--- src/rtl/xfer_trk_pkg.sv ---
package xfer_trk_pkg;

    localparam int REG_AW = 5;

    localparam logic [REG_AW-1:0] CTRL_ADDR = 5'h01;
    localparam logic [REG_AW-1:0] CNT_BASE  = 5'h08;
    localparam logic [REG_AW-1:0] STAT_ADDR = 5'h0B;
    localparam logic [REG_AW-1:0] IEN_ADDR  = 5'h10;
    localparam logic [REG_AW-1:0] HADR_BASE = 5'h14;

    localparam int DONE_BIT  = 2;
    localparam int WRAP_BIT  = 3;
    localparam int CLRCNT_BIT = 4;

    typedef struct packed {
        logic wrap;
        logic done;
    } stat_t;

    function automatic logic [7:0] stat_to_byte(stat_t s);
        logic [7:0] b;
        b = 8'h00;
        b[DONE_BIT] = s.done;
        b[WRAP_BIT] = s.wrap;
        return b;
    endfunction

    function automatic stat_t byte_to_stat(logic [7:0] b);
        stat_t s;
        s.done = b[DONE_BIT];
        s.wrap = b[WRAP_BIT];
        return s;
    endfunction

endpackage

--- src/rtl/xfer_regmap.sv ---
module xfer_regmap
    import xfer_trk_pkg::*;
#(
    parameter int CNT_BYTES = 3,
    parameter int ADR_BYTES = 4,
    localparam int CNT_W = 8 * CNT_BYTES,
    localparam int ADR_W = 8 * ADR_BYTES
) (
    input  logic                 reg_wr,
    input  logic [REG_AW-1:0]    reg_addr,
    input  logic [7:0]           reg_wdata,
    input  logic [CNT_W-1:0]     count,
    input  logic [ADR_W-1:0]     haddr,
    input  stat_t                status,
    input  stat_t                enables,
    output logic [CNT_BYTES-1:0] cnt_we,
    output logic [ADR_BYTES-1:0] adr_we,
    output logic                 cnt_clr,
    output logic                 stat_we,
    output logic                 ien_we,
    output logic [7:0]           reg_rdata
);

    for (genvar i = 0; i < CNT_BYTES; i++) begin : g_cnt_dec
        assign cnt_we[i] = reg_wr && (reg_addr == REG_AW'(CNT_BASE + i));
    end

    for (genvar j = 0; j < ADR_BYTES; j++) begin : g_adr_dec
        assign adr_we[j] = reg_wr && (reg_addr == REG_AW'(HADR_BASE + j));
    end

    assign cnt_clr = reg_wr && (reg_addr == CTRL_ADDR) && reg_wdata[CLRCNT_BIT];
    assign stat_we = reg_wr && (reg_addr == STAT_ADDR);
    assign ien_we  = reg_wr && (reg_addr == IEN_ADDR);

    always_comb begin
        reg_rdata = 8'h00;
        for (int i = 0; i < CNT_BYTES; i++) begin
            if (reg_addr == REG_AW'(CNT_BASE + i))
                reg_rdata = count[8*i +: 8];
        end
        for (int j = 0; j < ADR_BYTES; j++) begin
            if (reg_addr == REG_AW'(HADR_BASE + j))
                reg_rdata = haddr[8*j +: 8];
        end
        if (reg_addr == STAT_ADDR)
            reg_rdata = stat_to_byte(status);
        if (reg_addr == IEN_ADDR)
            reg_rdata = stat_to_byte(enables);
    end

endmodule

--- src/rtl/xfer_count.sv ---
module xfer_count #(
    parameter int NBYTES = 3,
    localparam int W = 8 * NBYTES
) (
    input  logic              clk,
    input  logic              rst,
    input  logic [NBYTES-1:0] byte_we,
    input  logic [7:0]        wdata,
    input  logic              clr,
    input  logic              step,
    output logic [W-1:0]      count,
    output logic              is_zero,
    output logic              wrap_evt
);

    logic [W-1:0] nxt;

    assign is_zero  = (count == '0);
    assign wrap_evt = step && is_zero;

    always_comb begin
        nxt = count;
        if (|byte_we) begin
            for (int i = 0; i < NBYTES; i++)
                if (byte_we[i]) nxt[8*i +: 8] = wdata;
        end else if (clr) begin
            nxt = '0;
        end else if (step) begin
            nxt = count - W'(1);
        end
    end

    always_ff @(posedge clk) begin
        if (rst) count <= '0;
        else     count <= nxt;
    end

endmodule

--- src/rtl/xfer_addr.sv ---
module xfer_addr #(
    parameter int NBYTES = 4,
    localparam int W = 8 * NBYTES
) (
    input  logic              clk,
    input  logic              rst,
    input  logic [NBYTES-1:0] byte_we,
    input  logic [7:0]        wdata,
    input  logic              step,
    output logic [W-1:0]      haddr
);

    logic [W-1:0] nxt;

    always_comb begin
        nxt = haddr;
        if (|byte_we) begin
            for (int i = 0; i < NBYTES; i++)
                if (byte_we[i]) nxt[8*i +: 8] = wdata;
        end else if (step) begin
            nxt = haddr + W'(1);
        end
    end

    always_ff @(posedge clk) begin
        if (rst) haddr <= '0;
        else     haddr <= nxt;
    end

endmodule

--- src/rtl/xfer_status.sv ---
module xfer_status
    import xfer_trk_pkg::*;
(
    input  logic       clk,
    input  logic       rst,
    input  logic       count_zero,
    input  logic       wrap_evt,
    input  logic       stat_we,
    input  logic       ien_we,
    input  logic [7:0] wdata,
    output stat_t      status,
    output stat_t      enables,
    output logic       wrap_flag,
    output logic       done_flag,
    output logic       irq
);

    logic  wrap_q;
    stat_t ien_q;
    stat_t clr_req;

    assign clr_req = byte_to_stat(wdata);

    always_ff @(posedge clk) begin
        if (rst) begin
            wrap_q <= 1'b0;
        end else if (wrap_evt) begin
            wrap_q <= 1'b1;
        end else if (stat_we && clr_req.wrap) begin
            wrap_q <= 1'b0;
        end
    end

    always_ff @(posedge clk) begin
        if (rst)         ien_q <= '0;
        else if (ien_we) ien_q <= byte_to_stat(wdata);
    end

    assign status.wrap = wrap_q;
    assign status.done = count_zero;
    assign enables     = ien_q;
    assign wrap_flag   = wrap_q;
    assign done_flag   = count_zero;
    assign irq         = |(stat_to_byte(status) & stat_to_byte(ien_q));

endmodule

--- src/rtl/xfer_tracker.sv ---
module xfer_tracker
    import xfer_trk_pkg::*;
#(
    parameter int CNT_BYTES = 3,
    parameter int ADR_BYTES = 4,
    localparam int CNT_W = 8 * CNT_BYTES,
    localparam int ADR_W = 8 * ADR_BYTES
) (
    input  logic              clk,
    input  logic              rst,
    input  logic              reg_wr,
    input  logic [REG_AW-1:0] reg_addr,
    input  logic [7:0]        reg_wdata,
    output logic [7:0]        reg_rdata,
    input  logic              byte_moved,
    output logic              irq
);

    logic [CNT_BYTES-1:0] cnt_we;
    logic [ADR_BYTES-1:0] adr_we;
    logic                 cnt_clr;
    logic                 stat_we;
    logic                 ien_we;
    logic [CNT_W-1:0]     cnt_q;
    logic [ADR_W-1:0]     haddr_q;
    logic                 cnt_zero;
    logic                 wrap_evt;
    logic                 step_ok;
    logic                 wrap_flag;
    logic                 done_flag;
    stat_t                status;
    stat_t                enables;

    // A strobe is dropped when software touches the counter or the address.
    assign step_ok = byte_moved && !(|cnt_we) && !(|adr_we) && !cnt_clr;

    xfer_regmap #(.CNT_BYTES(CNT_BYTES), .ADR_BYTES(ADR_BYTES)) u_map (
        .reg_wr   (reg_wr),
        .reg_addr (reg_addr),
        .reg_wdata(reg_wdata),
        .count    (cnt_q),
        .haddr    (haddr_q),
        .status   (status),
        .enables  (enables),
        .cnt_we   (cnt_we),
        .adr_we   (adr_we),
        .cnt_clr  (cnt_clr),
        .stat_we  (stat_we),
        .ien_we   (ien_we),
        .reg_rdata(reg_rdata)
    );

    xfer_count #(.NBYTES(CNT_BYTES)) u_cnt (
        .clk     (clk),
        .rst     (rst),
        .byte_we (cnt_we),
        .wdata   (reg_wdata),
        .clr     (cnt_clr),
        .step    (step_ok),
        .count   (cnt_q),
        .is_zero (cnt_zero),
        .wrap_evt(wrap_evt)
    );

    xfer_addr #(.NBYTES(ADR_BYTES)) u_adr (
        .clk    (clk),
        .rst    (rst),
        .byte_we(adr_we),
        .wdata  (reg_wdata),
        .step   (step_ok),
        .haddr  (haddr_q)
    );

    xfer_status u_stat (
        .clk       (clk),
        .rst       (rst),
        .count_zero(cnt_zero),
        .wrap_evt  (wrap_evt),
        .stat_we   (stat_we),
        .ien_we    (ien_we),
        .wdata     (reg_wdata),
        .status    (status),
        .enables   (enables),
        .wrap_flag (wrap_flag),
        .done_flag (done_flag),
        .irq       (irq)
    );

endmodule

--- config.mk ---
export PLATFORM = sky130hd
export DESIGN_NAME = xfer_tracker
export DESIGN_NICKNAME = d
export VERILOG_FILES = /design/src/rtl/xfer_trk_pkg.sv /design/src/rtl/xfer_regmap.sv /design/src/rtl/xfer_count.sv /design/src/rtl/xfer_addr.sv /design/src/rtl/xfer_status.sv /design/src/rtl/xfer_tracker.sv
export SDC_FILE = /design/constraint.sdc
export NUM_CORES = 1
export LEC_CHECK = 0
export ABC_AREA = 0
export BUFFER_PORTS_ARGS = -buffer_cell sky130_fd_sc_hd__buf_2
export CAP_MARGIN = 40
export CORE_ASPECT_RATIO = 0.5
export CORE_MARGIN = 5
export CORE_UTILIZATION = 62
export CTS_CLUSTER_DIAMETER = 40
export DETAILED_ROUTE_END_ITERATION = 16
export PLACE_DENSITY = 0.81
export SLEW_MARGIN = 20
export SYNTH_ARGS = -nofsm -noshare
export SYNTH_HDL_FRONTEND = slang
export SYNTH_SLANG_ARGS = --single-unit
--- constraint.sdc ---
create_clock -name clk -period 2.3 [get_ports clk]
set_input_delay 0 -clock clk [delete_from_list [all_inputs] [get_ports clk]]
set_output_delay 0 -clock clk [all_outputs]
set_load 0.01 [all_outputs]
# --- Word-level counts from Yosys, hierarchy flattened ---
# Cells that the tools add are included.
totals:
  register_bits: 59
classes:
  n_addsub: 2
  mux: 23
  eq_ne: 17
  bitwise: 1
  n_reduce_logical: 33
op_table:
  columns: ["operator", "n"]
  rows:
  - ["$mux 8", 16]
  - ["$mux 24", 3]
  - ["$mux 32", 2]
  - ["$add 32x1->32 const B", 1]
  - ["$eq 5x5->1 const B", 5]
  - ["$logic_not 24->1", 1]
  - ["$sub 24x1->24 const B", 1]
  - ["$eq 5x4->1 const B", 4]
  - ["$logic_and 1x1->1", 16]
  - ["$ne 2x2->1 const B", 7]
  - ["$reduce_and 2->1", 7]
  - ["$reduce_or 8->1", 1]
  - ["$eq 5x1->1 const B", 1]
  - ["$and 4x4->4", 1]
  - ["$reduce_bool 2->1", 2]
  - ["$reduce_or 4->1", 1]
  - ["$logic_not 1->1", 3]
  - ["$reduce_bool 3->1", 1]
  - ["$reduce_or 3->1", 1]
  - ["$mux 1", 2]

# --- Longest topological paths before layout ---
# Gate-level depths: netlist of the first run.
depth:
  depth_word: 10
  mapped_depth: 9
  depth_no_buf: 7

# --- Cells and area by module ---
# A second synthesis of the first run with hierarchy kept.
unflattened:
  hier_cells: 599
  area_unflattened_um2: 4573.1
modules_own_cells:
  columns: ["mod", "instances", "cells_per_inst", "seq_area_each_um2", "area_each_um2"]
  rows:
  - ["xfer_addr", 1, 282, 640.6, 2163.3]
  - ["xfer_count", 1, 208, 480.5, 1586.5]
  - ["xfer_regmap", 1, 91, 0.0, 659.4]
  - ["xfer_status", 1, 14, 60.1, 141.4]
  - ["xfer_tracker", 1, 4, 0.0, 22.5]

# --- Least setup slack after synthesis of the first run ---
# No wires, ideal clock.
synth_path:
  path_type: "reg-to-reg"
  startpoint: "reg u_cnt.count[16]"
  endpoint: "reg u_cnt.count[23]"
  arrival_ns: 1.886
  path_stages_with_launch: 6
  path_slack_ns: 0.283
  synth_period_minus_slack_ns: 2.017
  t_required_ns: 2.169
  path_cell_list: "dfxtp_1 or4_4 or4_4 or3_1 a21oi_1 o32ai_1"
synth_via:
  elab_chain_cells: 4
synth_lines:
  columns: ["element", "line", "source"]
  rows:
  - ["from (decl)", "xfer_count.sv:11", "output logic [W-1:0] count,"]
  - ["from (signal assigned)", "xfer_count.sv:35", "else count <= nxt;"]
  - ["$sub 24x1->24", "xfer_count.sv:29", "nxt = count - W'(1);"]
  - ["$mux 24", "xfer_count.sv:28", "end else if (step) begin"]
  - ["$mux 24", "xfer_count.sv:26", "end else if (clr) begin"]
  - ["$mux 24", "xfer_count.sv:23", "if (|byte_we) begin"]
# No other way between the ends. The select of a mux whose other input is x is not followed.
# A chain may end at the register's enable or synchronous reset.

# --- Worst setup path after layout of the first run ---
layout_path:
  startpoint: "reg u_cnt.count[16]"
  endpoint: "out reg_rdata[2]"
layout_via:
  elab_chain_cells: 3
layout_lines:
  columns: ["element", "line", "source"]
  rows:
  - ["$logic_not 24->1", "xfer_count.sv:18", "assign is_zero = (count == '0);"]
  - ["$mux 8", "xfer_regmap.sv:46", "if (reg_addr == STAT_ADDR)"]
  - ["$mux 8", "xfer_regmap.sv:48", "if (reg_addr == IEN_ADDR)"]
  - ["to (decl)", "xfer_tracker.sv:14", "output logic [7:0] reg_rdata,"]
# No other way between the ends.

==> results of run 1 <==
-- cells in the mapped netlist (4+ instances only) --
| master | number | share of area, % |
|---|---|---|
| nand3b_1 | 4 | 0.67 |
| nand2b_1 | 6 | 0.84 |
| buf_2 | 15 | 1.7 |
| inv_1 | 14 | 1.2 |
| nor3_1 | 18 | 2.0 |
| nand3_1 | 22 | 2.5 |
| o21ai_1 | 5 | 0.56 |
| mux2_2 | 6 | 1.5 |
| mux2i_1 | 12 | 2.7 |
| o221ai_1 | 8 | 1.6 |
| o32ai_1 | 12 | 2.3 |
| o21ai_0 | 60 | 6.7 |
| a21o_1 | 6 | 1.0 |
| buf_1 | 4 | 0.33 |
| o31a_1 | 9 | 1.8 |
| a31oi_1 | 9 | 1.3 |
| o211ai_1 | 5 | 0.84 |
| nor4_1 | 8 | 1.1 |
| nand2_1 | 61 | 5.1 |
| nor2_1 | 57 | 4.8 |
| or3_1 | 4 | 0.56 |
| nand4_1 | 14 | 1.9 |
| and2_1 | 9 | 1.3 |
| o21a_1 | 5 | 0.84 |
| a21oi_1 | 59 | 6.6 |
| a211oi_1 | 4 | 0.67 |
| a32o_1 | 4 | 0.89 |
| clkbuf_1 | 13 | 1.1 |
| a22o_1 | 4 | 0.78 |
| o22ai_1 | 8 | 1.1 |
| dfxtp_1 | 59 | 26 |
| and3_1 | 9 | 1.3 |
| nor3b_1 | 4 | 0.67 |
-- final cells by class --
class / count / area, µm²
clock inverters: 1 / 30.03
repair buffers: 54 / 345.3
flip-flops and latches: 59 / 1182
multi-input cells: 494 / 3088
fillers: 555 / 1767
well taps: 92 / 115.1
clock buffers: 15 / 277.8
inverters: 14 / 52.55
-- metrics by stage --
| step | TNS [ns] | hold slack (ns) | util (%) | cells |
|---|---|---|---|---|
| 2_1_floorplan | 0 | 0.1475 | - | 603 |
| 3_3_place_gp | 0 | 0.3369 | 69.59 | 712 |
| 3_5_place_dp | 0 | 0.3406 | 69.59 | 712 |
| 4_1_cts | -0.001475 | 0.05077 | 74.24 | 729 |
| 5_1_grt | -0.1102 | 0.08282 | 74.24 | 729 |
| 6_report | 0 | 0.06675 | 74.24 | 729 |
-- layer usage --
metal / up-vias / share of wire, % / wire, µm / track usage [%]
met1: 2405 / 41 / 6195 / 47.62
met5: - / 0 / 0 / 0
met3: 60 / 14 / 2067 / 8.225
li1: 2379 / - / - / -
met2: 390 / 42 / 6443 / 49.66
met4: 0 / 3.6 / 547 / 13.45
-- registers in the layout, indices dropped and copies added (netlist names) --
register and cells:
u_adr.haddr 32, u_cnt.count 24, u_stat.enables 2, u_stat.wrap_flag 1
-- report_power, final --
group	total, W	switching [W]	internal [W]
clock	0.00138	0.000455	0.000928
sequential	0.00121	0.000110	0.00110
combinational	0.000995	0.000585	0.000410
total	0.00359	0.00115	0.00244
-- what timing repair did --
action / 4_1_cts / 5_1_grt
hold buffers: 1 / 0
resized for setup: 2 / 0
endpoints found under the setup margin: 2 / 1
hold endpoints to repair: 1 / 0
pin swaps: 1 / 0
-- worst max path at each step --
| stage | cells after the start | endpoint | slack [ns] | from |
|---|---|---|---|---|
| 5_1_grt | 6 | reg_rdata[2] | -0.11 | u_cnt.count[16]$_SDFFE_PP0P_ |
| 6_report | 6 | reg_rdata[2] | 0.008 | u_cnt.count[16]$_SDFFE_PP0P_ |
| 4_1_cts | 6 | reg_rdata[2] | -0.001 | u_cnt.count[16]$_SDFFE_PP0P_ |
| 3_5_place_dp | 7 | u_adr.haddr[20]$_SDFFE_PP0P_ | 0.18 | u_adr.haddr[0]$_SDFFE_PP0P_ |
| 3_3_place_gp | 5 | u_cnt.count[23]$_SDFFE_PP0P_ | 0.23 | u_cnt.count[16]$_SDFFE_PP0P_ |
| 2_1_floorplan | 5 | u_cnt.count[23]$_SDFFE_PP0P_ | 0.28 | u_cnt.count[16]$_SDFFE_PP0P_ |
-- cells in the final DEF (no fill, tap or decap), drive strengths merged, types with 12 or more instances in the layout --
master / synthesis / layout
o21ai: 65 / 65
nand2: 62 / 62
a21oi: 61 / 61
dfxtp: 59 / 59
nor2: 58 / 58
buf: 23 / 53
nand3: 23 / 23
nor3: 18 / 18
clkbuf: 13 / 15
inv: 14 / 14
nand4: 14 / 14
o32ai: 13 / 13
mux2i: 12 / 12
and2: 12 / 12
nor4: 12 / 12
-- logic make-up (layout without fill, tap and decap cells) --
family	count (synthesis)	in the layout	synth area share, %
compound gates	230	230	34.87
buf+inv	50	84	5.096
fa+ha+maj	3	3	0.8355
mux	18	18	4.177
flops	59	59	26.29
simple gates	243	243	28.74
-- tightest hold or removal path: stages --
cell	delay, ns
buf_2	0.19
nand3_1	0.10
a21oi_1	0.05
==> metrics.yaml, run 1 <==
synthesis:
  ys_async_sr_fraction_pct: 0
  synth-edff-count: 0
  synthesis.yosys.warnings: 0
  yosysSeqAreaShare_pct: 26.29
  synthFlopType: "dfxtp_1"
  synth.ff_latch_count: 59
  mappedNetlistArea_um2: 4493
  synth_cells: 603
  post_synth.cell_area_avg_um2: 7.451
  synth.lib_cells_used.distinct: 76
  synth_nets: 623
status:
  run_status: "finished clean"
drt:
  detailedRoute.firstPassIterationCount: 6
  drc: 0
  totalWireLength_um: 15260
  ant_nets: 0
  via_count: 5234
  avgRoutedWirePerCell_um: 20.93
  detail_route.vias_per_cell: 7.180
  detail_route.iter0.violations: 984
clocking:
  clock_insertion_delay_at_the_later_pin_of_the_skew_report_ns: 0.33
  post_cts_clock_slew_at_the_launch_and_capture_registers_of_the_worst_setup_and_hold_paths_ns: 0.05
  sinks_on_the_clock_net: 59
  cts-root-to-sink-buffers: 2
  number_of_h_tree_levels: 3
  cts.root.buffer_cell: "clkbuf_16"
  clock_tree_from_tritoncts: "yes"
  cts_setup_buffers: 0
  total_clock_buffers_created_by_cts: 9
worst_hold_path:
  hold_path_depth: 3
  min-delay-path-class: "primary input to register"
  hold-path-endpoint: "u_stat.enables[1]$_SDFFE_PP0P_"
  hp-start: "reg_wdata[3]"
critical_path:
  critPathArrivalTime_ns: 2.29
  cp.buffers_inverters: 1
  crit-reg2reg-capture: "u_adr.haddr[20]$_SDFFE_PP0P_"
  critical_path.top_delay_family: "simple AND/OR/NAND/NOR gates"
  setup.worst_path.end_class: "output port"
  crit_slowest_cell: "or4_4"
  setup.reg_to_reg.worst_slack_ns: 0.11
  critical-path-top-cell-by-count: "or4_4"
  worst_setup_path_start_kind: "register"
  critical_path.cell_chain: "or4_4, or4_4, nor4_4, a32oi_1, o21ai_1, buf_2"
  timing.critical_path.fanout_max: 7
  timing.critical_path.required_ns: 2.30
  worstRegToRegCells: 7
  worstReg2RegStart: "u_adr.haddr[0]$_SDFFE_PP0P_"
  max_stage_delay_ns: 0.55
  worstSetupPathType: "register to output port"
cells_and_area:
  antenna_cells_inserted: 0
  layout.cell_area.non_filler_um2: 5091
  drive_above_1_share_pct: 15.38
  final_nets: 652
  syn_to_final_growth_pct: 13.31
timing:
  report.final.hold_viol_count: 0
  timing.slew.headroom_pct: 49.04
  setup_ws_ns: 0.008173
  grt_setup_unrepaired: "true"
  worstMarginPinSlew_ns: 0.7636
  post-route-period-util_pct: 99.64
  fin_worst_skew_ns: 0.004769
  min_period_ns: 2.292
  finalMaxSlewViolations: 0
  max_freq_ghz: 0.4363
  total_setup_violations_reported_at_the_end_of_the_flow: 0
flow_run:
  timing.max_cap.violations: 0
floorplan:
  die_height_um: 70.20
  initial_core_util_pct: 65.52
  rows: 21
  horiz_die_dim_um: 130.4
  fp.dieArea_um2: 9153
  ios: 26
  core_region_area_um2: 6858
place:
  placed_area_um2: 4772
  dp_hpwl_um: 10870
  io_buffers: 25
  place_worst_setup_slack_ns: 0.1836
  finalWeightedCongestion: 0.9936
global_route:
  grt_antenna_before_repair: 0
  grt_first_pass_wirelength_um: 24870
  number_of_global_route_vias_before_repair: 4820
  residual_overflow_from_global_routing: 0
  gr-usage-all-layers_pct: 33.91
  maximum_number_of_pins_on_one_net_before_global_route_repair: 30
power_and_ir_drop:
  static-leakage-power_nw: 1.784
  totalPowerFinal_w: 0.003590
  pwr_per_cell_area_nw_per_um2: 705.2
  ir_worst_vdd_uv: 391.8
No activity file was read; power rests on OpenSTA's default activity.
==> run 2: changes to the inputs <==
--- a/config.mk
+++ b/config.mk
@@ -14,6 +14,7 @@
 export CTS_CLUSTER_DIAMETER = 40
 export DETAILED_ROUTE_END_ITERATION = 16
 export PLACE_DENSITY = 0.81
+export SETUP_SLACK_MARGIN = 0.3
 export SLEW_MARGIN = 20
 export SYNTH_ARGS = -nofsm -noshare
 export SYNTH_HDL_FRONTEND = slang
==> run 2 against run 1 <==
Net effect: wire length grew 8.8%; critical path type unchanged; cell area grew 3.9%; global-route usage grew 1.7 points; critical path depth is the same; utilization grew 2.9 points; sequential share of layout area shrank 0.44 points; count of clock-buffer cells in the layout shrank 4; power grew 2.3%; clock skew grew 0.0037 ns; highest routed layer unchanged; non-clock buffer count grew 14; die area is the same; via count grew 4.3%.
==> metrics.yaml, run 2 (synthesis gave the netlist of run 1 again) <==
status:
  run_status: "finished clean"
critical_path:
  critPathArrivalTime_ns: 2.27
  worstSetupPathType: "register to output port"
  crit_slowest_cell: "or4_4"
  timing.critical_path.fanout_max: 3
  worst_setup_path_start_kind: "register"
  timing.critical_path.required_ns: 2.30
  setup.worst_path.end_class: "output port"
  critical-path-top-cell-by-count: "or4_4"
  critical_path.cell_chain: "or4_4, or4_4, nor4_4, a32oi_1, o21ai_1, buf_2"
  cp.buffers_inverters: 1
  max_stage_delay_ns: 0.53
  critical_path.top_delay_family: "simple AND/OR/NAND/NOR gates"
drt:
  dr.max_layer_used: "met4"
  detailedRoute.firstPassIterationCount: 6
  detail_route.iter0.violations: 983
  totalWireLength_um: 16590
  met3RoutedLength_um: 2324
  ant_nets: 0
  drc: 0
  avgRoutedWirePerCell_um: 22.33
  route.layer.met1.wl_um: 6303
  via_count: 5460
  detail_route.vias_per_cell: 7.349
  met2RoutedLength_um: 7133
clocking:
  cts.root.buffer_cell: "clkbuf_16"
  cts-root-to-sink-buffers: 2
  clock_tree_from_tritoncts: "yes"
  clock_insertion_delay_at_the_later_pin_of_the_skew_report_ns: 0.35
  total_clock_buffers_created_by_cts: 9
  sinks_on_the_clock_net: 59
  number_of_h_tree_levels: 3
  post_cts_clock_slew_at_the_launch_and_capture_registers_of_the_worst_setup_and_hold_paths_ns: 0.05
cells_and_area:
  layout.cell_area.non_filler_um2: 5289
  syn_to_final_growth_pct: 17.71
  layout_common_cells: "nand2_1, o21ai_0, a21oi_1, nor2_1, dfxtp_1"
  multi_input_comb_area_um2: 3166
  drive_above_1_share_pct: 21.20
  layout.filler_cells: 525
  largest_reg_flops: 32
  layout.area.seq_um2: 1205
  mostFrequentLayoutCell: "nand2_1"
  final_nets: 666
  antenna_cells_inserted: 0
  top_register: "u_adr.haddr"
floorplan:
  die_height_um: 70.20
  ios: 26
  fp.dieArea_um2: 9153
  core_region_area_um2: 6858
  initial_core_util_pct: 65.52
  rows: 21
  horiz_die_dim_um: 130.4
timing:
  min_period_ns: 2.273
  grt_setup_unrepaired: "true"
  report.final.hold_viol_count: 0
  finalMaxSlewViolations: 0
  worstMarginPinSlew_ns: 0.8015
  post-route-period-util_pct: 98.81
  timing.slew.headroom_pct: 46.57
  total_setup_violations_reported_at_the_end_of_the_flow: 0
  max_freq_ghz: 0.4400
  fin_worst_skew_ns: 0.008479
power_and_ir_drop:
  static-leakage-power_nw: 1.865
  pwr_per_cell_area_nw_per_um2: 694.3
  ir_worst_vdd_uv: 408.7
  totalPowerFinal_w: 0.003672
flow_run:
  timing.max_cap.violations: 0
global_route:
  gr-usage-all-layers_pct: 35.63
  grt_first_pass_wirelength_um: 25800
  number_of_global_route_vias_before_repair: 4840
  residual_overflow_from_global_routing: 0
  maximum_number_of_pins_on_one_net_before_global_route_repair: 38
  grt_antenna_before_repair: 0
place:
  finalWeightedCongestion: 1.019
  dp_hpwl_um: 10990
  io_buffers: 25
  placed_area_um2: 4786
worst_hold_path:
  min-delay-path-class: "primary input to register"
[run 2: cell types whose count changed in the layout (fill, tap and decap cells not counted), sizes merged]
cell      change
buf          +14
bufinv        -1
clkbuf        -4
clkinv        +4
clkinvlp      +1
[run 2: area by class of cell]
cell class              count  area share, %
inverters                  14         0.9936
multi-input cells         494          59.85
well taps                  92          2.176
repair buffers             68          8.895
clock inverters             5         0.5205
flip-flops and latches     59          22.78
clock buffers              11          4.779
[run 2: stage by stage]
step | setup WS [ns] | hold WS, ns | cells | setup TNS, ns | utilization (%)
finish | 0.02729 | 0.05766 | 743 | 0 | 77.12
global route | -0.04991 | 0.07326 | 743 | -0.07779 | 77.12
CTS | 0.02902 | 0.03841 | 735 | 0 | 74.90
detailed placement | 0.1652 | 0.3562 | 712 | 0 | 69.79
global placement | 0.2199 | 0.3497 | 712 | 0 | 69.79
floorplan | 0.3003 | 0.1475 | 603 | 0 | -
[run 2: final timing paths]
path	start	endpoint	slack, ns	cells past startpoint
hold / removal	reg_wdata[3]	u_stat.enables[1]$_SDFFE_PP0P_	0.06	3
setup / recovery	u_cnt.count[17]$_SDFFE_PP0P_	reg_rdata[2]	0.03	6
hold reg to reg	u_stat.enables[1]$_SDFFE_PP0P_	u_stat.enables[1]$_SDFFE_PP0P_	0.49	2
setup reg to reg	u_cnt.count[17]$_SDFFE_PP0P_	u_cnt.count[23]$_SDFFE_PP0P_	0.03	7
[run 2: layer usage]
layer	track usage, %	vias to the layer above
li1	-	2400
met1	47.90	2524
met2	51.02	435
met3	13.02	101
met4	14.71	0
met5	2.353	-
[run 2: what timing repair did]
action                                  4_1_cts  5_1_grt
resized for setup                             6       27
pin swaps                                     7        8
endpoints found under the setup margin       11       15
setup buffers                                 6        8
hold buffers                                  1        0
endpoints found under the hold margin         1        0
gates cloned                                  0        0
[run 2: report_power, final]
group	internal (W)	switching [W]	total [W]
combinational	0.000511	0.000676	0.00119
clock	0.000778	0.000493	0.00127
sequential	0.00110	0.000110	0.00121
[run 2: worst reg2reg max path: stages (launching register included)]
cell and delay (ns):
dfxtp_2 0.31, or4_4 0.53, or4_4 0.45, buf_4 0.16
buf_6 0.12, or3_4 0.33, a21oi_2 0.16, o32ai_2 0.08
==> run 3: changes to the inputs <==
--- a/config.mk
+++ b/config.mk
@@ -8,12 +8,14 @@
 export ABC_AREA = 0
 export BUFFER_PORTS_ARGS = -buffer_cell sky130_fd_sc_hd__buf_2
 export CAP_MARGIN = 40
+export CELL_PAD_IN_SITES_DETAIL_PLACEMENT = 0
+export CELL_PAD_IN_SITES_GLOBAL_PLACEMENT = 1
 export CORE_ASPECT_RATIO = 0.5
 export CORE_MARGIN = 5
-export CORE_UTILIZATION = 62
+export CORE_UTILIZATION = 46
 export CTS_CLUSTER_DIAMETER = 40
 export DETAILED_ROUTE_END_ITERATION = 16
-export PLACE_DENSITY = 0.81
+export PLACE_DENSITY_LB_ADDON = 0.1
 export SETUP_SLACK_MARGIN = 0.3
 export SLEW_MARGIN = 20
 export SYNTH_ARGS = -nofsm -noshare
==> run 3 against run 2 <==
Net effect: the run now ends with setup timing left; sequential share of layout area decreased by 0.44 points; power down 0.82%; flip-flop and latch count unchanged; final cell count up 7.0%; count of clock-buffer cells in the layout increased by 3; die area is 31% higher; clock skew hardly changed; worst setup slack worse by 0.075 ns; via count fell by 2.5%; non-clock buffer count increased by 9; cell area grew 2.6%; critical endpoint unchanged; largest power group unchanged.
==> metrics.yaml, run 3 (synthesis gave the netlist of run 1 again) <==
status:
  run_status: "finished, violations left"
  violated_checks: "setup timing"
cells_and_area:
  syn_to_final_growth_pct: 20.77
  largest_reg_flops: 32
  drive_above_1_share_pct: 22.58
  layout_common_cells: "nand2_1, o21ai_0, nor2_1, a21oi_1, buf_4"
  layout.filler_cells: 889
  top_register: "u_adr.haddr"
  final_nets: 675
  antenna_cells_inserted: 0
  mostFrequentLayoutCell: "nand2_1"
critical_path:
  worst_setup_path_start_kind: "register"
  timing.critical_path.required_ns: 2.30
  worstRegToRegCells: 6
  critPathArrivalTime_ns: 2.35
  critical-path-top-cell-by-count: "or4_4"
  crit-reg2reg-capture: "u_cnt.count[23]$_SDFFE_PP0P_"
  setup.reg_to_reg.worst_slack_ns: 0.14
  setup.worst_path.end_class: "output port"
  cp.buffers_inverters: 1
  max_stage_delay_ns: 0.54
  timing.critical_path.fanout_max: 3
  worstSetupPathType: "register to output port"
  crit_slowest_cell: "or4_4"
  worstReg2RegStart: "u_cnt.count[17]$_SDFFE_PP0P_"
  critical_path.top_delay_family: "simple AND/OR/NAND/NOR gates"
  critical_path.cell_chain: "or4_4, or4_4, nor4_4, a32oi_1, o21ai_1, buf_2"
  critPathLaunch: "u_cnt.count[17]$_SDFFE_PP0P_"
floorplan:
  fp.dieArea_um2: 11960
  horiz_die_dim_um: 149.8
  die_height_um: 79.89
  rows: 25
  core_region_area_um2: 9478
  initial_core_util_pct: 47.41
  ios: 26
power_and_ir_drop:
  ir_worst_vdd_uv: 375.5
  static-leakage-power_nw: 1.905
  pwr_per_cell_area_nw_per_um2: 671.1
clocking:
  sinks_on_the_clock_net: 59
  post_cts_clock_slew_at_the_launch_and_capture_registers_of_the_worst_setup_and_hold_paths_ns: 0.05
  clock_insertion_delay_at_the_later_pin_of_the_skew_report_ns: 0.33
  cts.root.buffer_cell: "clkbuf_16"
  number_of_h_tree_levels: 3
  cts-root-to-sink-buffers: 2
  total_clock_buffers_created_by_cts: 9
  clock_tree_from_tritoncts: "yes"
drt:
  detail_route.iter0.violations: 734
  detailedRoute.firstPassIterationCount: 6
  drc: 0
  detail_route.vias_per_cell: 6.693
  avgRoutedWirePerCell_um: 21.76
  ant_nets: 0
  totalWireLength_um: 17300
  via_count: 5321
global_route:
  maximum_number_of_pins_on_one_net_before_global_route_repair: 30
  grt_antenna_before_repair: 0
  gr-usage-all-layers_pct: 29.03
  residual_overflow_from_global_routing: 0
  grt_first_pass_wirelength_um: 26910
  number_of_global_route_vias_before_repair: 4770
timing:
  worstMarginPinSlew_ns: 0.7877
  fin_worst_skew_ns: 0.008120
  min_period_ns: 2.348
  finalMaxSlewViolations: 0
  final.hold.worst_slack_ns: 0.06437
  timing.slew.headroom_pct: 47.49
  total_setup_violations_reported_at_the_end_of_the_flow: 1
  post-route-period-util_pct: 102.1
  setup_ws_ns: -0.04799
  max_freq_ghz: 0.4259
  report.final.hold_viol_count: 0
  grt_setup_unrepaired: "true"
place:
  io_buffers: 25
  finalWeightedCongestion: 0.9536
  place_worst_setup_slack_ns: 0.1802
  dp_hpwl_um: 12200
worst_hold_path:
  hp-start: "reg_wdata[3]"
  hold-path-endpoint: "u_stat.enables[1]$_SDFFE_PP0P_"
  min-delay-path-class: "primary input to register"
  hold_path_depth: 3
flow_run:
  timing.max_cap.violations: 0
run 3: changes by cell type in the layout (fill, tap and decap cells not counted), sizes merged:
cell,delta
buf,+9
clkbuf,+3
clkinv,-2
clkinvlp,-1
run 3: worst reg2reg max path, cell delays in order, from the launching register on:
cell,delay (ns)
dfxtp_2,0.32
or4_4,0.54
or4_4,0.45
buf_4,0.17
or3_1,0.33
a21oi_2,0.13
o32ai_1,0.09
run 3: final cells by class:
type	instances	area (µm²)	share of cell area (%)
inverter	14	52.55	0.9684
clock buffer	14	264.0	4.865
clock inverter	2	10.01	0.1845
sequential	59	1212	22.34
tap	135	168.9	3.113
multi-input combinational	494	3188	58.75
timing repair buffer	77	530.5	9.776
run 3: routing by layer:
| layer | vias to the layer above | wire, µm | global-route usage, % |
|---|---|---|---|
| met1 | 2536 | 7548 | 41.72 |
| met5 | - | 0 | 0 |
| li1 | 2420 | - | - |
| met3 | 34 | 1911 | 8.452 |
| met2 | 331 | 7459 | 41.62 |
| met4 | 0 | 379 | 8.577 |
run 3: how the worst max path moves through the flow:
stage / endpoint / cells past startpoint
after floorplan: u_adr.haddr[28]$_SDFFE_PP0P_ / 6
after global placement: reg_rdata[2] / 6
after detailed placement: reg_rdata[2] / 6
after CTS: reg_rdata[2] / 6
after global routing: reg_rdata[2] / 6
final: reg_rdata[2] / 6
run 3: timing repair:
item                                    4_1_cts  5_1_grt
buffers inserted                              4        6
endpoints found under the hold margin         1        0
endpoints found under the setup margin        9       23
cloned                                        0        0
gates resized for setup                       6       32
pin swaps                                     7       14
hold buffers                                  1        0
run 3: power by group:
part / internal (W) / switching, W / leakage, nW / total, W
Sequential: 0.00110 / 0.000108 / 0.488 / 0.00121
Clock: 0.000785 / 0.000491 / 0.137 / 0.00128
Combinational: 0.000490 / 0.000667 / 1.28 / 0.00116
run 3: per-stage QoR:
step / TNS [ns] / instances / instance area (µm²) / utilization [%] / power [W]
final: -0.04799 / 795 / 5426 / 57.25 / 0.003642
after global placement: 0 / 768 / 4943 / 52.16 / 0.002235
after CTS: -0.08224 / 789 / 5263 / 55.52 / 0.003548
after detailed placement: 0 / 768 / 4943 / 52.16 / 0.002231
after floorplan: 0 / 603 / 4494 / - / 0.001896
after global routing: -0.1485 / 795 / 5426 / 57.25 / 0.003812
